## src/rtl/nr_rsqrt_pkg.sv

```systemverilog
package nr_rsqrt_pkg;
   // Phase of one refinement step; PH_FIN is the closing multiply by D
   typedef enum logic [1:0] {
      PH_SQ    = 2'd0,
      PH_SCALE = 2'd1,
      PH_UPD   = 2'd2,
      PH_FIN   = 2'd3
   } nr_phase_e;
endpackage

```

## src/rtl/nr_fx_mul.sv

```systemverilog
module nr_fx_mul #(
   parameter int INT_W  = 2,
   parameter int FRAC_W = 16,
   parameter bit ROUND  = 1'b1
) (
   input  logic [INT_W+FRAC_W-1:0] a_i,
   input  logic [INT_W+FRAC_W-1:0] b_i,
   output logic [INT_W+FRAC_W-1:0] p_o
);
   localparam int W  = INT_W + FRAC_W;
   localparam int PW = 2 * W + 1;

   logic [PW-1:0] full;
   logic [PW-1:0] adj;
   logic [PW-1:0] shf;

   assign full = PW'(a_i) * PW'(b_i);

   generate
      if (ROUND) begin : g_round
         assign adj = full + (PW'(1) << (FRAC_W - 1));
      end else begin : g_trunc
         assign adj = full;
      end
   endgenerate

   assign shf = adj >> FRAC_W;
   // saturate when the integer part no longer fits
   assign p_o = (|shf[PW-1:W]) ? {W{1'b1}} : shf[W-1:0];
endmodule

```

## src/rtl/nr_corr.sv

```systemverilog
module nr_corr #(
   parameter int INT_W  = 2,
   parameter int FRAC_W = 16
) (
   input  logic [INT_W+FRAC_W-1:0] y_i,
   output logic [INT_W+FRAC_W-1:0] c_o
);
   localparam int W = INT_W + FRAC_W;
   localparam logic [W-1:0] THREE = W'(3) << FRAC_W;

   logic [W-1:0] neg_y;
   logic [W-1:0] diff;
   logic         over;

   assign neg_y = ~y_i + W'(1);
   assign diff  = THREE + neg_y;
   assign over  = (y_i >= THREE);
   assign c_o   = over ? '0 : (diff >> 1);
endmodule

```

## src/rtl/nr_seq_ctrl.sv

```systemverilog
module nr_seq_ctrl
   import nr_rsqrt_pkg::*;
#(
   parameter int ITERS = 3
) (
   input  logic      clk_i,
   input  logic      rst_ni,
   input  logic      start_i,
   output logic      busy_o,
   output logic      load_o,
   output nr_phase_e phase_o
);
   localparam int IW = (ITERS > 1) ? $clog2(ITERS) : 1;
   localparam logic [IW-1:0] LAST = IW'(ITERS - 1);

   logic            busy_q;
   nr_phase_e       phase_q;
   logic [IW-1:0]   iter_q;

   assign load_o  = start_i & ~busy_q;
   assign busy_o  = busy_q;
   assign phase_o = phase_q;

   always_ff @(posedge clk_i or negedge rst_ni) begin
      if (!rst_ni) begin
         busy_q  <= 1'b0;
         phase_q <= PH_SQ;
         iter_q  <= '0;
      end else if (!busy_q) begin
         if (start_i) begin
            busy_q  <= 1'b1;
            phase_q <= PH_SQ;
            iter_q  <= '0;
         end
      end else begin
         case (phase_q)
            PH_SQ:    phase_q <= PH_SCALE;
            PH_SCALE: phase_q <= PH_UPD;
            PH_UPD: begin
               if (iter_q == LAST) begin
                  phase_q <= PH_FIN;
               end else begin
                  iter_q  <= iter_q + IW'(1);
                  phase_q <= PH_SQ;
               end
            end
            default:  busy_q <= 1'b0;
         endcase
      end
   end


   no_restart_chk: assert property (@(posedge clk_i) disable iff (!rst_ni)
      (busy_q && phase_q != PH_FIN) |=> busy_q)
      else $error("operation aborted before its closing phase");


   entry_chk: assert property (@(posedge clk_i) disable iff (!rst_ni)
      $rose(busy_q) |-> (phase_q == PH_SQ && iter_q == '0))
      else $error("operation did not begin at the first phase");


   fin_iter_chk: assert property (@(posedge clk_i) disable iff (!rst_ni)
      (busy_q && phase_q == PH_FIN) |-> (iter_q == LAST))
      else $error("closing multiply reached before all iterations");
endmodule

```

## src/rtl/nr_rsqrt_unit.sv

```systemverilog
module nr_rsqrt_unit
   import nr_rsqrt_pkg::*;
#(
   parameter int INT_W  = 2,
   parameter int FRAC_W = 16,
   parameter int ITERS  = 3,
   parameter bit ROUND  = 1'b1
) (
   input  logic                    clk_i,
   input  logic                    rst_ni,
   input  logic                    start_i,
   input  logic [INT_W+FRAC_W-1:0] d_i,
   input  logic [INT_W+FRAC_W-1:0] x0_i,
   output logic [INT_W+FRAC_W-1:0] rsqrt_o,
   output logic [INT_W+FRAC_W-1:0] sqrt_o,
   output logic                    done_o
);
   localparam int W = INT_W + FRAC_W;
   localparam logic [W-1:0] THREE_HALF = W'(3) << (FRAC_W - 1);

   generate
      if (INT_W < 2 || FRAC_W < 4 || ITERS < 1) begin : g_bad_prm
         $error("nr_rsqrt_unit: INT_W>=2, FRAC_W>=4 and ITERS>=1 required");
      end
   endgenerate

   logic          busy;
   logic          load;
   nr_phase_e     phase;
   logic [W-1:0]  d_q, a_q, b_q, c_q;
   logic [W-1:0]  opa, opb, prod, corr;

   nr_seq_ctrl #(.ITERS(ITERS)) u_ctrl (
      .clk_i   (clk_i),
      .rst_ni  (rst_ni),
      .start_i (start_i),
      .busy_o  (busy),
      .load_o  (load),
      .phase_o (phase)
   );

   always_comb begin
      case (phase)
         PH_SQ:    begin opa = a_q; opb = a_q; end
         PH_SCALE: begin opa = a_q; opb = d_q; end
         PH_UPD:   begin opa = c_q; opb = b_q; end
         default:  begin opa = b_q; opb = d_q; end
      endcase
   end

   nr_fx_mul #(.INT_W(INT_W), .FRAC_W(FRAC_W), .ROUND(ROUND)) u_mul (
      .a_i (opa),
      .b_i (opb),
      .p_o (prod)
   );

   nr_corr #(.INT_W(INT_W), .FRAC_W(FRAC_W)) u_corr (
      .y_i (prod),
      .c_o (corr)
   );

   always_ff @(posedge clk_i or negedge rst_ni) begin
      if (!rst_ni) begin
         d_q     <= '0;
         a_q     <= '0;
         b_q     <= '0;
         c_q     <= '0;
         rsqrt_o <= '0;
         sqrt_o  <= '0;
         done_o  <= 1'b0;
      end else begin
         done_o <= 1'b0;
         if (load) begin
            d_q <= d_i;
            a_q <= x0_i;
            b_q <= x0_i;
         end else if (busy) begin
            case (phase)
               PH_SQ:    a_q <= prod;
               PH_SCALE: begin
                  a_q <= prod;
                  c_q <= corr;
               end
               PH_UPD: begin
                  a_q <= prod;
                  b_q <= prod;
               end
               default: begin
                  rsqrt_o <= b_q;
                  sqrt_o  <= prod;
                  done_o  <= 1'b1;
               end
            endcase
         end
      end
   end


   done_pulse_chk: assert property (@(posedge clk_i) disable iff (!rst_ni)
      done_o |=> !done_o)
      else $error("done held longer than one cycle");


   hold_out_chk: assert property (@(posedge clk_i) disable iff (!rst_ni)
      !done_o |-> ($stable(rsqrt_o) && $stable(sqrt_o)))
      else $error("results moved without a done pulse");


   corr_range_chk: assert property (@(posedge clk_i) disable iff (!rst_ni)
      c_q <= THREE_HALF)
      else $error("correction term above one and a half");
endmodule

```

## config.mk

```make
export PLATFORM = sky130hd
export DESIGN_NAME = nr_rsqrt_unit
export DESIGN_NICKNAME = d
export VERILOG_FILES = /design/src/rtl/nr_rsqrt_pkg.sv /design/src/rtl/nr_fx_mul.sv /design/src/rtl/nr_corr.sv /design/src/rtl/nr_seq_ctrl.sv /design/src/rtl/nr_rsqrt_unit.sv
export SDC_FILE = /design/constraint.sdc
export NUM_CORES = 1
export LEC_CHECK = 0
export ABC_AREA = 1
export BUFFER_PORTS_ARGS = -buffer_cell sky130_fd_sc_hd__buf_2
export CORE_ASPECT_RATIO = 0.6
export CORE_UTILIZATION = 35
export DETAILED_ROUTE_END_ITERATION = 8
export GPL_TIMING_DRIVEN = 0
export SETUP_SLACK_MARGIN = 0.05
export SLEW_MARGIN = 10
export SYNTH_ARGS = -nofsm -noshare
export SYNTH_HDL_FRONTEND = slang
export SYNTH_SLANG_ARGS = --single-unit
export TNS_END_PERCENT = 30
```

## constraint.sdc

```tcl
create_clock -name clk_i -period 9.33 [get_ports clk_i]
set_clock_uncertainty 0.05 [all_clocks]
set_input_delay 0.933 -clock clk_i [delete_from_list [all_inputs] [get_ports clk_i]]
set_output_delay 0.933 -clock clk_i [all_outputs]
set_load 0.03 [all_outputs]
```

-- Yosys cells after proc, flatten, opt, wreduce, memory -nomap -nowiden
Cells that the tools add are included.
- $add $sub $neg: 4
- multiply operators: 1
- order comparisons: 1
- eq/ne operators: 6
- muxes and demuxes: 23
- bitwise gates (word level): 5
- reduce and logical (&&, ||, !) cells: 14
- operator list (cell ; number):
    18-bit two-way mux ; 7
    18-bit one-hot mux with 2 select lines ; 2
    36-bit by 16-bit adder with 37-bit output, second input constant ; 1
    18-bit by 18-bit multiplier with 36-bit output ; 1
    18-bit by 1-bit adder with 18-bit output, second input constant ; 1
    18-bit adder, first input constant ; 1
    18-bit greater-or-equal comparator, second input constant ; 1
    18-bit inverter ; 1
    17-bit two-way mux ; 1
    2-bit two-way mux ; 6
    3-bit AND reduction ; 3
    2-bit nonzero test ; 4
    1-bit two-way mux ; 6
    2-bit one-hot mux with 3 select lines ; 1
    2-bit AND reduction ; 3
    3-bit OR reduction ; 2
    2-bit equality test, second input constant ; 2
    2-bit != test, second input constant ; 2
    4-bit != test, second input constant ; 1
    1-bit inverter ; 3
    2-bit by 1-bit adder with 2-bit output, second input constant ; 1
    2-bit by 1-bit equality test with 1-bit output, second input constant ; 1
    2-bit logical NOT ; 1
    2-bit OR reduction ; 1
    1-bit bitwise AND ; 1
- register bits after elaboration: 114
- bits of input ports: 39
- output and inout port bits: 37
- word-level logic and storage cells: 64

-- Depth between registers and ports, before layout
Gate-level depths: netlist of the first run.
- depth in word-level cells: 11
- depth in mapped cells: 45
- gate-level depth less buffers: 43

-- Cells and area by module
Synthesis of the first run repeated with hierarchy kept, for this count alone.
- cells, all modules: 2472
- area, all modules: 17964.7 µm²
- modules (own cells, without submodules) (module ; times used ; cells each ; area an instance (µm²) ; seq. area each (µm²)):
    nr_fx_mul ; 1 ; 1625 ; 11887.7 ; 0.0
    nr_rsqrt_unit ; 1 ; 688 ; 5151.2 ; 2727.6
    nr_corr ; 1 ; 112 ; 529.3 ; 0.0
    nr_seq_ctrl ; 1 ; 47 ; 396.6 ; 125.1

-- Worst setup path before layout of the first run
OpenSTA, ideal clock, no wires.
- path kind: flip-flop to flip-flop
- start point: register u_ctrl.phase_q[0], in the netlist u_ctrl.phase_o[0]
- end point: register c_q[11]
- library setup time: 0.117 ns
- data arrival time: 7.973 ns
- data required time: 9.163 ns
- slack: 1.190 ns
- cell stages (with the launch flop): 40
- path buffers: 2
- clock period less this slack: 8.140 ns
- cell sequence: dfrtp_1 inv_1 ha_1 clkbuf_1 clkinv_1 clkbuf_1 o22ai_1 a21oi_1 clkinv_1 nand2_1 fa_1 fa_1 inv_1 fa_1 fa_1 fa_1 inv_1 fa_1 [4 not listed] a31oi_1 nor2_1 nor3_1 nand2_2 nand2_1 nand2_1 nand2_1 nand3_2 nor2_4 inv_2 nor2_1 ha_1 nand4_1 nor2_4 nand2_2 or2_0 nand3_1 nand2_1
- cells in the longest elaborated chain, start to end: 11
- elaborated cells on any way between the ends: 16
- classes of those cells: add/sub (3); mul (1); order compare (1); eq/ne (2); mux (4); bitwise (1); reduce/logical (4)
- ends and longest elaborated chain (item ; line ; source):
    start, declared ; nr_seq_ctrl.sv:17 ; nr_phase_e phase_q;
    start signal, assigned ; nr_seq_ctrl.sv:27 ; phase_q <= PH_SQ;
    start signal, assigned ; nr_seq_ctrl.sv:32 ; phase_q <= PH_SQ;
    start signal, assigned ; nr_seq_ctrl.sv:37 ; PH_SQ: phase_q <= PH_SCALE;
    2-bit by 1-bit equality test with 1-bit output / 2-bit logical NOT (equally long branches) ; nr_rsqrt_unit.sv:43, nr_rsqrt_unit.sv:78 ;
    2-bit OR reduction (no source line) ; - ;
    18-bit one-hot mux with 2 select lines ; nr_rsqrt_unit.sv:43 ; case (phase)
    18-bit by 18-bit multiplier with 36-bit output ; nr_fx_mul.sv:17 ; assign full = PW'(a_i) * PW'(b_i);
    36-bit by 16-bit adder with 37-bit output ; nr_fx_mul.sv:21 ; assign adj = full + (PW'(1) << (FRAC_W - 1));
    3-bit OR reduction ; nr_fx_mul.sv:29 ; assign p_o = (|shf[PW-1:W]) ? {W{1'b1}} : shf[W-1:0];
    18-bit two-way mux ; nr_fx_mul.sv:29 ;
    18-bit inverter ; nr_corr.sv:15 ; assign neg_y = ~y_i + W'(1);
    18-bit by 1-bit adder with 18-bit output ; nr_corr.sv:15 ;
    18-bit adder ; nr_corr.sv:16 ; assign diff = THREE + neg_y;
    17-bit two-way mux ; nr_corr.sv:18 ; assign c_o = over ? '0 : (diff >> 1);
    end signal, assigned ; nr_rsqrt_unit.sv:82 ; c_q <= corr;
    end, declared ; nr_rsqrt_unit.sv:30 ; logic [W-1:0] d_q, a_q, b_q, c_q;
Several ways; a longest one is shown, not always the timed one.
A chain may end at the register's enable or synchronous reset.

-- Worst setup path in the final report of the first run
Ends and elaborated chain as after synthesis.

==> results of run 1 <==
==> worst max path at each step <==
stage	slack, ns	end	depth (start not counted)
final	0.42	c_q[11]$_DFFE_PN0P_	40
after global routing	0.03	c_q[15]$_DFFE_PN0P_	41
after CTS	0.09	c_q[11]$_DFFE_PN0P_	40
after detailed placement	-1.59	c_q[11]$_DFFE_PN0P_	39
after global placement	-1.87	c_q[11]$_DFFE_PN0P_	39
after floorplan	1.19	c_q[11]$_DFFE_PN0P_	39
==> metrics by stage <==
step | utilization [%] | hold slack (ns) | area (sq um)
finish | 40.9 | 0.329 | 18500
global route | 40.9 | 0.350 | 18500
CTS | 40.3 | 0.335 | 18200
detailed placement | 38.4 | 0.409 | 17400
global placement | 38.3 | 0.405 | 17300
floorplan | - | 0.392 | 16200
==> worst max-delay path: cells and delay by family, from the launching register on <==
kind	cells	cell delay (ns)
AOI/OAI and AO/OA	4	0.67
adders and majority gates	9	3.90
buffers and inverters	11	1.63
DFF	1	0.40
and+or+nand+nor	16	2.10
==> kinds of logic (layout without fill, tap and decap cells) <==
| group | count (synthesis) | in the layout | synth area share [%] |
|---|---|---|---|
| buffers and inverters | 522 | 647 | 12.2 |
| DFF | 113 | 113 | 17.5 |
| AOI/OAI and AO/OA | 258 | 258 | 8.79 |
| adders and majority gates | 387 | 387 | 41.9 |
| xor gates and xnor gates | 17 | 17 | 0.921 |
| and+or+nand+nor | 750 | 750 | 18.7 |
| other | 0 | 1 | 0 |
==> flip-flops by register name (all words and copies together), names as in the netlist <==
register / count
c_q: 17
sqrt_o: 18
u_ctrl.iter_q: 2
u_ctrl.phase_o: 2
d_q: 18
a_q: 18
done_o: 1
b_q: 18
rsqrt_o: 18
u_ctrl.busy_o: 1
==> layer usage <==
| layer | part of all wire (%) | GRT usage [%] |
|---|---|---|
| met1 | 47 | 37.9 |
| met2 | 36 | 30.2 |
| met3 | 15 | 12.0 |
| met4 | 1.6 | 5.08 |
| met5 | 0.33 | 1.85 |
==> final cells by class <==
cell class              count  area [sq um]
diodes                      1          2.50
well taps                 620           776
clock inverters            14           179
clock buffers              18           439
repair buffers             93           553
multi-input cells        1412         11600
plain buffers              57           319
fillers                  4689         26700
inverters                 465          1790
flip-flops and latches    113          2830
==> Yosys cell counts (3+ instances only) <==
cell type and n:
sky130_fd_sc_hd__ha_1 130, sky130_fd_sc_hd__a21o_1 4, sky130_fd_sc_hd__nor2_2 3, sky130_fd_sc_hd__nor2_4 4, sky130_fd_sc_hd__nor3_1 9, sky130_fd_sc_hd__o21ai_1 13, sky130_fd_sc_hd__o22ai_1 21, sky130_fd_sc_hd__o221ai_1 8
sky130_fd_sc_hd__nand2_2 6, sky130_fd_sc_hd__nor2_1 201, sky130_fd_sc_hd__xor2_1 12, sky130_fd_sc_hd__nand2_1 461, sky130_fd_sc_hd__nand4_1 7, sky130_fd_sc_hd__nand3_1 47, sky130_fd_sc_hd__dfrtp_1 113, sky130_fd_sc_hd__o21bai_1 3
sky130_fd_sc_hd__clkinv_1 17, sky130_fd_sc_hd__fa_1 257, sky130_fd_sc_hd__buf_1 3, sky130_fd_sc_hd__o21ai_0 128, sky130_fd_sc_hd__inv_1 443, sky130_fd_sc_hd__o21a_1 5, sky130_fd_sc_hd__a21oi_1 62, sky130_fd_sc_hd__a31oi_1 6
sky130_fd_sc_hd__xnor2_1 5, sky130_fd_sc_hd__clkbuf_1 50, sky130_fd_sc_hd__inv_2 5
==> what timing repair did <==
action	in CTS	in global routing
buffers inserted	2	13
endpoints found under the setup margin	71	10
pin swaps	1	4
resized for setup	76	81
hold buffers	0	0
==> results list, run 1 <==
* Most frequent cells in the layout: 459 x sky130_fd_sc_hd__nand2_1, 434 x sky130_fd_sc_hd__inv_1, 257 x sky130_fd_sc_hd__fa_1
* Critical path's slowest cell: sky130_fd_sc_hd__fa_1
* Average vias per placed instance: 5.14
- From synthesis to final layout, the design area changed by 14.4%.
* Violation count after the first detailed-route iteration: 1502
- In this run the count of I/O pins placed on the die edge is 76.
- The finished layout holds 2793 standard cells, fillers aside.
- Die area: 47100 sq um
- When the netlist entered floorplanning its net count stood at 2473.
* Final period util: 95.5%
* TritonCTS clock tree: yes
- # placed instances: 2745
* Pin count of the biggest net entering global routing: 82
- The worst hold path belongs to the class input port to asynchronous set/reset pin.
* Post-synth design cell area: 16200 sq um
* Buffers on Ports: 75
- The most used flip-flop cell after synthesis is sky130_fd_sc_hd__dfrtp_1.
* Most common library cell in the layout ignoring fill and taps: sky130_fd_sc_hd__nand2_1
- Setup violation total in the final timing report: 0
- TNS Setup: 0 ns
* CP peak stage delay: 0.57 ns
- Setup slack of the most critical reg-to-reg path: 0.42 ns
* Endpoint of the worst-slack reg-to-reg timing path: c_q[11]$_DFFE_PN0P_
* Beginning of the critical path: u_ctrl.phase_o[0]$_DFFE_PN0P_
* Number of global-route vias before repair: 13965
- Proportion of synthesized flip-flops having asynchronous set or reset: 100%
- The die is 279 microns wide.
- At the placement stage, the worst setup path has a slack of -1.59 ns.
- The cell that appears most often on the critical path is sky130_fd_sc_hd__fa_1.
- Depth of the worst register-to-register path: 40
- Post-detailed-route count of antenna-violating nets: 0
- Wires add up to 57100 microns.
- After global routing the overflow that remains totals 0.
- Dividing the detail-routed wire length by the instance count gives 20.4 microns.
- The cell sitting at the root of the clock tree is a sky130_fd_sc_hd__clkbuf_16.
- The floorplan step defined a core boundary enclosing 45200 sq um.
* Sequential area share after synthesis: 17.5%
- Max Cap Viol: 0
* Transition time of the tightest slew-check pin: 0.836 ns
* Cell types occupying the most area after synthesis: sky130_fd_sc_hd__fa_1 32%, sky130_fd_sc_hd__dfrtp_1 17%, sky130_fd_sc_hd__nand2_1 11%, sky130_fd_sc_hd__inv_1 10%, sky130_fd_sc_hd__ha_1 10%
* Global router's overall resource usage: 24.8%
- For the worst setup path, the data arrival time is 9.17 ns.
* Distinct cells, synth: 45
- The synthesized design contains 113 register bits.
* Number of antenna violations at the first check in global routing: 0
- In this run the worst path has a maximum fanout of 10.
- Site Rows: 60
* Share of layout cells above drive strength 1: 11.4%
- Number of enable flip-flop cells after synthesis: 0
- Final hold violations: 0
* Synth top area share: 31.8%
- The worst pin sits at a relative slew slack of 44.2%.
- Crit path launch type: register
- In the synthesized netlist, the number of instances is 2047.
* Max Clock Freq: 112 MHz
- Data on the critical path is required at its endpoint by 9.59 ns.
* First-pass GRT wire length: 85800 microns
* Start of the worst register-to-register path: u_ctrl.phase_o[0]$_DFFE_PN0P_
* Initial DRT Pass Iterations: 8
- Once detailed placement completed, the half-perimeter wirelength came to 48400 microns.
* Total of warnings raised by yosys: 0
* Final critical-path setup slack: 0.424 ns
- Final layout net count: 2585
- No sink is reached through more buffers than the 2 on the longest clock path.
* H-tree Lvls: 4
- Routed via count: 14358
* RSZ-0062 raised after global routing: no
* Initial Util: 35.8%
* Most area-hungry cell type in the Yosys netlist: sky130_fd_sc_hd__fa_1
- Average cell area after synthesis: 7.89 sq um
* Routability-driven placement congestion ratio: 1.05
* Post-route DRC violation count: 0
- STA classifies the critical path endpoint as a register.
* Number of slew-limit violations in the final report: 0
- Number of clock sinks: 113
- For the worst-skew pair, the clock arrives at the later sink with an insertion delay of 0.43 ns.
* Reg clk slew, reported paths: 0.06 ns
- Num CTS Buffers: 17
- Run status: complete, no violations
* Vertical die dimension: 168 microns
* Critical Setup Path Class: register to register
- The routed design could run at a clock period as short as 8.91 ns.
Power of run 1 is not shown: default switching activity piles up to over one toggle a cycle in this logic, so the estimate is an artifact.
==> run 2: changes to the inputs <==
- GPL_TIMING_DRIVEN: 0 -> not set
==> results list, run 2 (synthesized netlist as in run 1, its figures left out) <==
- The flow ran to the end, and the final reports show no timing, DRC or antenna violations.
* First-pass GRT wire length: 84800 microns (-1.1%)
- Crit. End Element: register
- Setup violation total in the final timing report: 0 (unchanged)
* Global router's overall resource usage: 24.4% (-0.36 points)
- The final critical delay including setup and external delays came to 8.83 ns (-0.0804 ns).
- HP Class: input port to asynchronous set/reset pin
* Critical Setup Path Class: register to register
- The number of remaining DRC errors is 0 (unchanged).
* Most frequent CP cell: sky130_fd_sc_hd__fa_1
* RSZ-0062 raised after global routing: no
* Post-DP HPWL: 48000 microns (-0.82%)
- Count of fill cells added during filler insertion: 4757 (+1.5%)
- Latest clock arrival within the worst-skew pair: 0.43 ns (about the same)
- The first-pass iteration count of the detailed router is 6 (-2).
- Transition time of the tightest slew-check pin: 1.12 ns (+0.279 ns)
- Number of clock sinks: 113 (unchanged)
- Post-detailed-route count of antenna-violating nets: 0 (unchanged)
- Number of global-route vias before repair: 13668 (-2.1%)
- Leaving out fill and tap cells, the most frequent cell in the layout is sky130_fd_sc_hd__nand2_1.
- Boundary Pins: 76 (unchanged)
* Depth of the worst register-to-register path: 39 (-2.5%)
* Area growth from synthesis to layout: 13.4%
* WL/cell: 20.2 microns (-1.4%)
- Average vias per placed instance: 5.09 (-1.0%)
- Initial Util: 35.8% (unchanged)
- Final period util: 94.6% (-0.86 points)
- The final net count came to 2585 (unchanged).
- Max Cap Viol: 0 (unchanged)
* Clk root buf: sky130_fd_sc_hd__clkbuf_16
- Vertical die dimension: 168 microns (unchanged)
- Reg clk slew, reported paths: 0.06 ns (about the same)
- Wire length after detailed routing: 56300 microns (-1.4%)
* H-tree Lvls: 4 (unchanged)
- The number of pins exceeding their max-slew limit in the final report was 0 (unchanged).
- Num CTS Buffers: 17 (unchanged)
* Die area: 47100 sq um (unchanged)
* Routability-driven placement congestion ratio: 0.988 (-5.5%)
- Most frequent cells in the layout: 460 x sky130_fd_sc_hd__nand2_1, 435 x sky130_fd_sc_hd__inv_1, 257 x sky130_fd_sc_hd__fa_1
- Die outline width: 279 microns (unchanged)
* Buffers on Ports: 75 (unchanged)
* TNS Setup: 0 ns (unchanged)
* Clock Tree Buf Depth: 2 (unchanged)
* Arrival time of the worst setup path: 9.09 ns (-0.08 ns)
- The largest net degree at the start of global routing was 74 (-9.8%).
- Critical path's slowest cell: sky130_fd_sc_hd__fa_1
- TritonCTS clock tree: yes
- The peak per-stage delay on the critical path came to 0.54 ns (-0.03 ns).
* Maximum fanout count along the critical path: 16 (+6)
- The buffering stage count on the worst path with inverters included came to 9 (-2).
* CORE AREA: 45200 sq um (unchanged)
* Number of antenna violations at the first check in global routing: 0 (unchanged)
- STA classifies the critical path startpoint as a register.
- Routed via count: 14213 (-1.0%)
* Dominant delay contributor by cell family on the critical path: adder cells
- The required time of the critical path was 9.59 ns (about the same).
- The number of failing hold endpoints at the final stage came to 0 (unchanged).
- Max Clock Freq: 113 MHz (+0.91%)
* Slew Limit Headroom: 25.4% (-19 points)
- Crit. path cell count: 39 (-2.5%)
* Total global routing overflow: 0 (unchanged)
- The floorplan row count is 60 (unchanged).
- The fraction of final layout cells with drive strength greater than 1 was 10.3% (-1.1 points).
* Violation count after the first detailed-route iteration: 1504 (+0.13%)
run 2: cell type report:
type | count | area [sq um] | share of cell area [%]
Antenna cell | 1 | 2.50 | 0.0137
Inverter | 465 | 1760 | 9.61
Tap cell | 620 | 776 | 4.23
Clock inverter | 15 | 181 | 0.990
Sequential cell | 113 | 2830 | 15.4
Clock buffer | 17 | 425 | 2.32
Timing Repair Buffer | 150 | 978 | 5.34
Multi-Input combinational cell | 1412 | 11400 | 62.1
run 2: timing repair:
action                     in CTS  in global routing
hold buffers                    0                  0
setup endpoints to repair       0                 38
gates resized for setup         0                 11
setup buffers                   0                  4
run 2: final timing paths:
check | slack [ns] | from | end
min in group clk_i | 0.42 | d_q[11]$_DFFE_PN0P_ | d_q[11]$_DFFE_PN0P_
setup / recovery | 0.50 | u_ctrl.phase_o[0]$_DFFE_PN0P_ | c_q[11]$_DFFE_PN0P_
hold reg to reg | 0.42 | d_q[11]$_DFFE_PN0P_ | d_q[11]$_DFFE_PN0P_
hold / removal | 0.42 | rst_ni | rsqrt_o[12]$_DFFE_PN0P_
setup reg to reg | 0.50 | u_ctrl.phase_o[0]$_DFFE_PN0P_ | c_q[11]$_DFFE_PN0P_
max in group asynchronous | 7.39 | rst_ni | sqrt_o[8]$_DFFE_PN0P_
run 2: routing by layer:
layer  part of all wire, %  track usage [%]  up-vias
li1                      -                -     6402
met2                    38             31.5      671
met3                    12             8.80       42
met5                     0                0        -
met4                   1.1             3.97        0
met1                    49             38.3     7098
run 2: stage by stage:
stage | utilization, % | hold slack (ns) | instances | instance area, sq um | setup WS [ns]
floorplan | - | 0.392 | 2047 | 16200 | 1.19
global placement | 39.0 | 0.406 | 2756 | 17600 | 0.513
detailed placement | 39.0 | 0.409 | 2756 | 17600 | 0.340
CTS | 40.4 | 0.423 | 2788 | 18200 | 0.310
global route | 40.5 | 0.439 | 2792 | 18300 | 0.0528
finish | 40.5 | 0.421 | 2793 | 18300 | 0.504
run 2: worst reg2reg max path, delay by kind of cell (launching register included):
| kind | cells | cell delay, ns |
|---|---|---|
| buf+inv | 9 | 1.24 |
| simple gates | 17 | 2.18 |
| flops | 1 | 0.40 |
| fa+ha+maj | 9 | 3.96 |
| compound gates | 4 | 0.88 |
Power of run 2 is left out for the same reason.
==> run 3: changes to the inputs <==
- CORE_UTILIZATION: 35 -> 55
- PLACE_DENSITY: not set -> 0.73
==> results list, run 3 (synthesized netlist as in run 1, its figures left out) <==
- Initial Util: 56.1% (+20 points)
- Final layout net count: 2571 (-0.54%)
* Worst Setup Slack post-DPL: 0.318 ns (-0.0227 ns)
- WL/cell: 21.4 microns (+6.1%)
- The cell count after placement came to 2494 (-9.5%).
- The count of endpoints failing setup in the final report is 0 (unchanged).
- Maximum fanout count along the critical path: 16 (unchanged)
* Violation count after the first detailed-route iteration: 2178 (+45%)
* Pin count of the biggest net entering global routing: 81 (+9.5%)
- The floorplan die area was 30100 sq um (-36%).
- The number of remaining DRC errors is 0 (unchanged).
* Boundary Pins: 76 (unchanged)
- The path class of the tightest hold or removal check is input port to asynchronous set/reset pin.
- Max Cap Viol: 0 (unchanged)
* Number of global-route vias before repair: 14083 (+3.0%)
- Max Clock Freq: 113 MHz (-0.66%)
* Initial DRT Pass Iterations: 6 (unchanged)
- Share of layout cells above drive strength 1: 9.47% (-0.84 points)
* Vertical die dimension: 135 microns (-20%)
* H-tree Lvls: 4 (unchanged)
- The number of cells traversed by the worst register-to-register path came to 39 (unchanged).
- The routed length on met1 came to 23900 microns (-12%).
* Clock Tree Buf Depth: 2 (unchanged)
- The number of failing hold endpoints at the final stage is 0 (unchanged).
- The routability congestion estimate was 1.02 (+3.7%).
- The buffering stage count on the worst path with inverters included is 9 (unchanged).
- Arrival time of the worst setup path: 9.13 ns (+0.04 ns)
- Wire length on met3: 8190 microns (+20%)
- The number of routed nets with antenna violations came to 0 (unchanged).
* RSZ-0062 raised after global routing: no
* Minimum clock period: 8.88 ns (+0.0590 ns)
- STA classifies the critical path startpoint as a register.
- The number of pins exceeding their max-slew limit in the final report is 0 (unchanged).
* Num CTS Buffers: 17 (unchanged)
- Slew Limit Headroom: 29.2% (+3.8 points)
- The ratio of routed vias to standard cells is 5.73 (+13%).
- The all-layer global routing usage is 37.5% (+13 points).
- CP peak stage delay: 0.55 ns (about the same)
- The critical path in this run is classified as register to register.
* Final standard cell utilization of the core: 61.7% (+21 points)
- Area growth from synthesis to layout: 10.0%
- Topmost layer with routed signal wires: met4
- Crit. path cell count: 39 (unchanged)
- The flow ran to the end, and the final reports show no timing, DRC or antenna violations.
* CORE AREA: 28800 sq um (-36%)
- The count of vias placed by the detailed router was 14506 (+2.1%).
- The clock-pin transition on the worst setup and hold timing paths was 0.05 ns (about the same).
- The count of buffers inserted at the top-level ports was 75 (unchanged).
* Crit. End Element: register
- The setup TNS came to 0 ns (unchanged).
- The global-route wire length before repair was 83200 microns (-1.9%).
- Final Instance Count excl. Fillers: 2530 (-9.4%)
- TritonCTS built the clock tree.
- On the critical path, the stage with the largest delay is an instance of sky130_fd_sc_hd__fa_1.
* Most common library cell in the layout ignoring fill and taps: sky130_fd_sc_hd__nand2_1
- Number of antenna violations at the first check in global routing: 1 (+1)
- Number of clock sinks: 113 (unchanged)
- The post-detailed-routing wire length is 54100 microns (-3.9%).
- Data required time of the critical path: 9.58 ns (about the same)
* Site Rows: 48 (-20%)
- The worst-skew pair later-pin latency was 0.42 ns (about the same).
* Transition time of the tightest slew-check pin: 1.06 ns (-0.0566 ns)
- Final period util: 95.2% (+0.63 points)
* Amount of wire on met2 after detailed routing: 20900 microns (-2.8%)
- In the layout the commonest cells are 460 x sky130_fd_sc_hd__nand2_1, 434 x sky130_fd_sc_hd__inv_1, 257 x sky130_fd_sc_hd__fa_1.
* Post-DP HPWL: 44800 microns (-6.8%)
- Final critical-path setup slack: 0.445 ns (-0.0590 ns)
* Die outline width: 223 microns (-20%)
* Clk root buf: sky130_fd_sc_hd__clkbuf_16
- Total global routing overflow: 0 (unchanged)
* Most frequent CP cell: sky130_fd_sc_hd__fa_1
- Dominant delay contributor by cell family on the critical path: adder cells
* Setup slack of the most critical reg-to-reg path: 0.45 ns (-0.06 ns)
-- run 3: repair_timing --
item / 4_1_cts / 5_1_grt
gates resized for setup: 0 / 14
setup endpoints to repair: 0 / 22
endpoints found under the hold margin: 0 / 0
buffers inserted: 0 / 7
hold buffers: 0 / 0
-- run 3: per-stage QoR --
step | area, sq um | hold slack [ns]
after floorplan | 16200 | 0.392
after global placement | 17200 | 0.405
after detailed placement | 17200 | 0.420
after CTS | 17700 | 0.423
after global routing | 17800 | 0.444
final | 17800 | 0.418
-- run 3: final timing paths --
path / end / startpoint
min: sqrt_o[9]$_DFFE_PN0P_ / rst_ni
max in group asynchronous: u_ctrl.iter_q[0]$_DFFE_PN0P_ / rst_ni
min reg2reg: rsqrt_o[17]$_DFFE_PN0P_ / rsqrt_o[17]$_DFFE_PN0P_
max reg2reg: c_q[11]$_DFFE_PN0P_ / u_ctrl.phase_o[0]$_DFFE_PN0P_
max: c_q[11]$_DFFE_PN0P_ / u_ctrl.phase_o[0]$_DFFE_PN0P_
min in group clk_i: rsqrt_o[17]$_DFFE_PN0P_ / rsqrt_o[17]$_DFFE_PN0P_
-- run 3: area by class of cell --
class | instances | area [sq um]
fill | 2597 | 11000
antenna | 1 | 2.50
clock buffer | 22 | 474
multi-input combinational | 1412 | 11400
inverter | 465 | 1760
clock inverter | 6 | 36.3
tap | 375 | 469
timing repair buffer | 136 | 836
sequential | 113 | 2830
-- run 3: per-layer routing --
| metal | global-route usage [%] | up-vias |
|---|---|---|
| met4 | 7.65 | 0 |
| met1 | 58.5 | 7162 |
| met5 | 0 | - |
| li1 | - | 6369 |
| met2 | 49.2 | 892 |
| met3 | 13.0 | 83 |
Power of run 3 is left out for the same reason.
